### config.mk
export PLATFORM = sky130hd
export DESIGN_NAME = vrc_top
export DESIGN_NICKNAME = d
export VERILOG_FILES = /design/src/rtl/vrc_pkg.sv /design/src/rtl/vrc_region_map.sv /design/src/rtl/vrc_perm_judge.sv /design/src/rtl/vrc_fault_capture.sv /design/src/rtl/vrc_top.sv
export SDC_FILE = /design/constraint.sdc
export NUM_CORES = 1
export LEC_CHECK = 0
export BUFFER_PORTS_ARGS = -buffer_cell sky130_fd_sc_hd__buf_2
export CAP_MARGIN = 20
export CORE_ASPECT_RATIO = 0.6
export CORE_UTILIZATION = 48
export DETAILED_ROUTE_END_ITERATION = 8
export GPL_TIMING_DRIVEN = 1
export PLACE_DENSITY = 0.8
export SLEW_MARGIN = 10
export SYNTH_ARGS = -nofsm -noshare
export SYNTH_HDL_FRONTEND = slang
export SYNTH_HIERARCHICAL = 1
export SYNTH_SLANG_ARGS = --single-unit
### constraint.sdc
create_clock -name clk_i -period 0.95 [get_ports clk_i]
set_input_delay 0.19 -clock clk_i [delete_from_list [all_inputs] [get_ports clk_i]]
set_output_delay 0.19 -clock clk_i [all_outputs]
set_load 0.02 [all_outputs]
### src/rtl/vrc_pkg.sv
package vrc_pkg;
  typedef enum logic [1:0] {
    ACC_READ  = 2'd0,
    ACC_WRITE = 2'd1,
    ACC_FETCH = 2'd2,
    ACC_RSVD  = 2'd3
  } acc_kind_e;

  typedef enum logic [1:0] {
    RT_BYPASS = 2'd0,
    RT_XLATE  = 2'd1,
    RT_PRIV   = 2'd2
  } route_e;

  localparam int unsigned CAUSE_W = 5;
  localparam logic [CAUSE_W-1:0] CAUSE_NONE       = 5'd0;
  localparam logic [CAUSE_W-1:0] CAUSE_PRIV_ADDR  = 5'd9;
  localparam logic [CAUSE_W-1:0] CAUSE_TLB_MISS   = 5'd12;
  localparam logic [CAUSE_W-1:0] CAUSE_PERM_EXEC  = 5'd13;
  localparam logic [CAUSE_W-1:0] CAUSE_PERM_READ  = 5'd14;
  localparam logic [CAUSE_W-1:0] CAUSE_PERM_WRITE = 5'd15;
endpackage

### src/rtl/vrc_region_map.sv
module vrc_region_map
  import vrc_pkg::*;
#(
  parameter int unsigned ADDR_W = 32,
  parameter logic [ADDR_W-1:0] BYPASS_BASE = 32'hC000_0000,
  parameter logic [ADDR_W-1:0] USER_LIMIT  = 32'h8000_0000
) (
  input  logic [ADDR_W-1:0] addr_i,
  input  logic              user_i,
  input  logic              mmu_en_i,
  output route_e            route_o
);
  logic in_bypass, in_priv;
  assign in_bypass = (addr_i >= BYPASS_BASE);
  assign in_priv   = (addr_i >= USER_LIMIT);

  always_comb begin
    if (!mmu_en_i)      route_o = RT_BYPASS;
    else if (user_i)    route_o = in_priv ? RT_PRIV : RT_XLATE;
    else                route_o = in_bypass ? RT_BYPASS : RT_XLATE;
  end
endmodule

### src/rtl/vrc_perm_judge.sv
module vrc_perm_judge
  import vrc_pkg::*;
(
  input  logic [1:0]         kind_i,
  input  logic               hit_i,
  input  logic               rd_ok_i,
  input  logic               wr_ok_i,
  input  logic               ex_ok_i,
  output logic               fault_o,
  output logic [CAUSE_W-1:0] cause_o
);
  localparam int unsigned NKIND = 4;
  logic [NKIND-1:0]         allow_v;
  logic [CAUSE_W-1:0]       deny_cause [NKIND];

  // per-kind permission select and denial code
  for (genvar k = 0; k < NKIND; k++) begin : g_kind
    if (k == int'(ACC_WRITE)) begin : g_wr
      assign allow_v[k]    = wr_ok_i;
      assign deny_cause[k] = CAUSE_PERM_WRITE;
    end else if (k == int'(ACC_FETCH)) begin : g_ex
      assign allow_v[k]    = ex_ok_i;
      assign deny_cause[k] = CAUSE_PERM_EXEC;
    end else begin : g_rd
      assign allow_v[k]    = rd_ok_i;
      assign deny_cause[k] = CAUSE_PERM_READ;
    end
  end

  always_comb begin
    if (!hit_i) begin
      fault_o = 1'b1;
      cause_o = CAUSE_TLB_MISS;
    end else if (!allow_v[kind_i]) begin
      fault_o = 1'b1;
      cause_o = deny_cause[kind_i];
    end else begin
      fault_o = 1'b0;
      cause_o = CAUSE_NONE;
    end
  end
endmodule

### src/rtl/vrc_fault_capture.sv
module vrc_fault_capture
  import vrc_pkg::*;
#(
  parameter int unsigned ADDR_W    = 32,
  parameter int unsigned PAGE_BITS = 12,
  localparam int unsigned VPN_W    = ADDR_W - PAGE_BITS,
  localparam int unsigned PTB_W    = ADDR_W - VPN_W - 2
) (
  input  logic              clk_i,
  input  logic              rst_ni,
  input  logic              xlate_fault_i,
  input  logic              priv_fault_i,
  input  logic [ADDR_W-1:0] addr_i,
  input  logic [1:0]        kind_i,
  input  logic              base_we_i,
  input  logic [PTB_W-1:0]  base_i,
  output logic [ADDR_W-1:0] badaddr_o,
  output logic [ADDR_W-1:0] pteaddr_o,
  output logic              data_flag_o
);
  logic [PTB_W-1:0] base_q;
  logic [VPN_W-1:0] vpn_q;

  always_ff @(posedge clk_i or negedge rst_ni) begin
    if (!rst_ni) begin
      badaddr_o   <= '0;
      base_q      <= '0;
      vpn_q       <= '0;
      data_flag_o <= 1'b0;
    end else begin
      if (xlate_fault_i || priv_fault_i) badaddr_o <= addr_i;
      if (xlate_fault_i) begin
        vpn_q       <= addr_i[ADDR_W-1:PAGE_BITS];
        data_flag_o <= (kind_i != ACC_FETCH);
      end
      if (base_we_i) base_q <= base_i;
    end
  end

  assign pteaddr_o = {base_q, vpn_q, 2'b00};
endmodule

### src/rtl/vrc_top.sv
module vrc_top
  import vrc_pkg::*;
#(
  parameter int unsigned ADDR_W    = 32,
  parameter int unsigned PAGE_BITS = 12,
  parameter logic [ADDR_W-1:0] BYPASS_BASE = 32'hC000_0000,
  parameter logic [ADDR_W-1:0] USER_LIMIT  = 32'h8000_0000,
  localparam int unsigned FRAME_W = ADDR_W - PAGE_BITS,
  localparam int unsigned PTB_W   = PAGE_BITS - 2
) (
  input  logic               clk_i,
  input  logic               rst_ni,
  input  logic               acc_valid_i,
  input  logic [ADDR_W-1:0]  acc_addr_i,
  input  logic [1:0]         acc_kind_i,
  input  logic               user_mode_i,
  input  logic               mmu_en_i,
  input  logic               tlb_hit_i,
  input  logic               tlb_rd_ok_i,
  input  logic               tlb_wr_ok_i,
  input  logic               tlb_ex_ok_i,
  input  logic [FRAME_W-1:0] tlb_frame_i,
  input  logic               pt_base_we_i,
  input  logic [PTB_W-1:0]   pt_base_i,
  output logic               res_valid_o,
  output logic               res_bypass_o,
  output logic               res_xlate_o,
  output logic               res_fault_o,
  output logic [CAUSE_W-1:0] res_cause_o,
  output logic [ADDR_W-1:0]  res_paddr_o,
  output logic [ADDR_W-1:0]  badaddr_o,
  output logic [ADDR_W-1:0]  pteaddr_o,
  output logic               data_flag_o
);
  route_e             route;
  logic               tlb_fault;
  logic [CAUSE_W-1:0] tlb_cause;
  logic               xlate_fault, priv_fault;

  vrc_region_map #(
    .ADDR_W(ADDR_W), .BYPASS_BASE(BYPASS_BASE), .USER_LIMIT(USER_LIMIT)
  ) u_map (
    .addr_i(acc_addr_i), .user_i(user_mode_i), .mmu_en_i(mmu_en_i), .route_o(route)
  );

  vrc_perm_judge u_judge (
    .kind_i(acc_kind_i), .hit_i(tlb_hit_i), .rd_ok_i(tlb_rd_ok_i),
    .wr_ok_i(tlb_wr_ok_i), .ex_ok_i(tlb_ex_ok_i),
    .fault_o(tlb_fault), .cause_o(tlb_cause)
  );

  assign xlate_fault = acc_valid_i && (route == RT_XLATE) && tlb_fault;
  assign priv_fault  = acc_valid_i && (route == RT_PRIV);

  vrc_fault_capture #(.ADDR_W(ADDR_W), .PAGE_BITS(PAGE_BITS)) u_cap (
    .clk_i(clk_i), .rst_ni(rst_ni),
    .xlate_fault_i(xlate_fault), .priv_fault_i(priv_fault),
    .addr_i(acc_addr_i), .kind_i(acc_kind_i),
    .base_we_i(pt_base_we_i), .base_i(pt_base_i),
    .badaddr_o(badaddr_o), .pteaddr_o(pteaddr_o), .data_flag_o(data_flag_o)
  );

  logic [ADDR_W-1:0]  paddr_d;
  logic [CAUSE_W-1:0] cause_d;

  always_comb begin
    paddr_d = '0;
    cause_d = CAUSE_NONE;
    unique case (route)
      RT_BYPASS: paddr_d = acc_addr_i;
      RT_XLATE: begin
        if (tlb_fault) cause_d = tlb_cause;
        else           paddr_d = {tlb_frame_i, acc_addr_i[PAGE_BITS-1:0]};
      end
      default: cause_d = CAUSE_PRIV_ADDR;
    endcase
  end

  always_ff @(posedge clk_i or negedge rst_ni) begin
    if (!rst_ni) begin
      res_valid_o  <= 1'b0;
      res_bypass_o <= 1'b0;
      res_xlate_o  <= 1'b0;
      res_fault_o  <= 1'b0;
      res_cause_o  <= CAUSE_NONE;
      res_paddr_o  <= '0;
    end else begin
      res_valid_o  <= acc_valid_i;
      res_bypass_o <= acc_valid_i && (route == RT_BYPASS);
      res_xlate_o  <= acc_valid_i && (route == RT_XLATE);
      res_fault_o  <= xlate_fault || priv_fault;
      res_cause_o  <= acc_valid_i ? cause_d : CAUSE_NONE;
      res_paddr_o  <= acc_valid_i ? paddr_d : '0;
    end
  end
endmodule

==> impl_metrics.csv <==
group,metric,value,unit
timing,min_period,1.43,ns
global_route,antenna_found_initial,0,
timing,fmax,699,MHz
pwr,switching_share,30.9,%
global_route,grtUsageTotal,25.0,%
placed_design,port_buffers,177,
pwr,internal_power,10000,uW
clock_network,numCtsBuffers,9,
pwr,power.leakage,0.00349,uW
timing,postLayoutSetupSlackWorst,-0.480,ns
floorplan,pin_count,180,
global_route,met2_usage,40.8,%
pwr,clockPowerShare,24.5,%
final_layout,regArea,2600,um2
timing,setup_viol,194,
placed_design,hpwl,7.82,mm
clock_network,clk_latency,0.35,ns
pwr,peakVddDrop,1.34,mV
timing,skew,0,ns
timing,maxSlewViolCount,0,
pwr,p_sw,4480,uW
job,drv_cap,0,
placed_design,dp.cells,595,
pwr,pwr-share-seq,39.6,%
run_status,status,"finished, violations left",
drt,drc,14,
global_route,grt_pass1_wl,18.1,mm
final_layout,multi_input_area,1720,um2
timing,setup_tns,-44.10,ns
final_layout,design_area,6970,um2
final_layout,fillCellCount,468,
drt,wl_per_cell,19.3,um
yosys,ys_ff_latch,104,
clock_network,cts_sinks,104,
placed_design,postPlaceCellArea,5620,um2
final_layout,finalNonFillerCells,658,
timing,period_share,151,%
final_layout,diodes,0,
clock_network,cts-root-buf,"clkbuf_16",
setup_path,crit_path_start_kind,"primary input",
setup_path,path_max_fanout,15,
floorplan,core_area,8690,um2
floorplan,rows,26,
global_route,met3_usage,8.15,%
clock_network,clockBufferDepth,2,
global_route,grt.overflow.total,0,
timing,hold_viol,0,
global_route,grtUsageMet1,31.8,%
clock_network,clk_pin_slew,0.08,ns
yosys,yosysUniqueCellTypes,31,
yosys,synthCells,298,
drt,initialDrtViolationCount,205,
pwr,comb_power_share,35.9,%
min_path,min_path_type,"primary input to flop",
floorplan,die_w,126,um
setup_path,worstSetupPathType,"primary input to flop",
setup_path,end_kind,"flop",
placed_design,gp_congestion,0.796,
global_route,top_usage_layer,"met2",
yosys,yosysSeqAreaShare,59.2,%
drt,routed_wl,12.7,mm
final_layout,finalNetCount,616,
floorplan,start_util,50.6,%
clock_network,htree_num_levels,3,
yosys,ys_warn_count,6,
yosys,avgSynthCellArea,14.8,um2
final_layout,layout-drive-gt1-share,64.7,%
pwr,total_power,14500,uW
final_layout,syn2layout_area_growth,58.3,%
pwr,power_density,2080,nW/um2
setup_path,crit_arrival,1.67,ns
timing,hold_slack,0.0744,ns
global_route,first_global_vias,3404,
timing,rsz0062_at_grt,"true",
drt,viasPerCell,5.10,
floorplan,die_area,9560,um2
drt,dr.pass1.iters,8,
floorplan,die_h,76.2,um
yosys,syn_area,4400,um2
drt,num_vias,3355,
global_route,grt_max_degree,37,
drt,drtAntennaViolNets,0,
setup_path,cp.required,1.19,ns
run_status,violations,"design-rule violations, negative setup slack",
clock_network,tritoncts,"yes",
-- synthesized netlist by cell type --
library cell	count	share of area [%]
dfrtp_1	104	59
mux2_2	33	8.4
mux2_4	31	11
nand3b_1	22	3.8
nand2b_1	21	3.0
a21oi_1	20	2.3
buf_4	10	1.7
nor3b_2	10	2.8
buf_6	7	1.8
and2_1	6	0.85
a31oi_1	3	0.43
clkbuf_1	3	0.26
nor2b_1	3	0.43
nor3b_1	3	0.51
and3b_1	2	0.40
buf_2	2	0.23
conb_1	2	0.17
inv_1	2	0.17
or3b_1	2	0.40
a21boi_1	1	0.17
a22oi_1	1	0.17
and3_2	1	0.17
and4b_4	1	0.31
ha_1	1	0.28
nand2_1	1	0.085
nand2b_4	1	0.31
nor2_1	1	0.085
nor2_4	1	0.26
o21ai_1	1	0.11
o22ai_2	1	0.28
o32ai_2	1	0.37
-- logic make-up after synthesis --
kind of cell             synth area share, %
flip-flops                              59.2
AND/OR/NAND/NOR                         13.4
multiplexers                            19.0
buffers and inverters                   4.15
AO/OA/AOI/OAI                           3.81
adder cells (fa/ha/maj)                0.284
other                                  0.171
-- per-stage QoR --
stage | setup WS (ns) | util (%)
4_1_cts | -0.456 | 72.0
6_report | -0.480 | 80.2
3_5_place_dp | -0.864 | 64.8
5_1_grt | -0.491 | 80.2
3_3_place_gp | -0.831 | 64.8
2_1_floorplan | -0.810 | -
-- critical path, cell delays in order --
cell,delay [ns]
buf_8,0.10
mux2_4,0.30
a22oi_2,0.19
and4b_4,0.32
nor2_4,0.09
buf_12,0.16
mux2_4,0.30
-- metal layers --
metal	share of wire (%)	wire length, um
met5	0	0
met3	8.0	1020
met1	40	5130
met2	51	6430
met4	0.82	104
-- state kept, by name, indices dropped and copies added, names as in the netlist --
register / flops
res_bypass_o: 1
res_cause_o: 5
res_fault_o: 1
res_paddr_o: 32
res_valid_o: 1
res_xlate_o: 1
u_cap/badaddr_o: 32
u_cap/base_q: 10
u_cap/data_flag_o: 1
u_cap/vpn_q: 20
-- power groups by stage --
stage	Combinational, uW	Clock, uW	Sequential (uW)
4_1_cts	4140	3640	5600
3_3_place_gp	3430	0	5600
6_report	5210	3560	5730
3_5_place_dp	3520	0	5620
2_1_floorplan	1270	0	6480
5_1_grt	5440	3810	5800
-- final cells by class --
cell class	instances	area share, %
sequential	104	37.4
inverter	2	0.144
multi-input combinational	171	24.7
tap	112	2.01
clock inverter	7	0.790
clock buffer	9	3.23
timing repair buffer	253	31.8
-- layout by cell type (no fill, tap or decap), types with 2 or more instances in the layout --
master	instances
mux2_4	52
buf_4	66
buf_12	7
clkbuf_16	9
clkinv_2	2
or3b_1	2
dfrtp_1	104
inv_6	2
a21oi_1	20
nand2b_1	21
conb_1	3
nor3b_1	3
mux2_2	12
nor3b_2	10
nand3b_1	22
buf_2	72
and2_1	5
a31oi_1	3
buf_6	106
nor2b_1	3
-- path summary, 6_finish.rpt --
path                                           from             endpoint  slack, ns  cells past startpoint
worst max register to register  u_cap/badaddr_o[10]  u_cap/badaddr_o[10]      -0.09                      3
max in group asynchronous                    rst_ni      res_paddr_o[15]       0.24                      3
min in group asynchronous                    rst_ni   u_cap/badaddr_o[2]       0.22                      2
worst max-delay path                  acc_kind_i[1]   u_cap/badaddr_o[4]      -0.48                      7
worst min-delay path                   pt_base_i[3]      u_cap/base_q[3]       0.07                      2
worst min register to register      u_cap/base_q[2]      u_cap/base_q[2]       0.54                      1
-- what timing repair did --
| item | in CTS | in global routing |
|---|---|---|
| hold buffers | 1 | 0 |
| pin swaps | 4 | 3 |
| gates resized for setup | 66 | 158 |
| endpoints found under the setup margin | 194 | 194 |
| endpoints found under the hold margin | 104 | 0 |
| buffers inserted | 18 | 29 |
No activity file was read; power rests on OpenSTA's default activity.
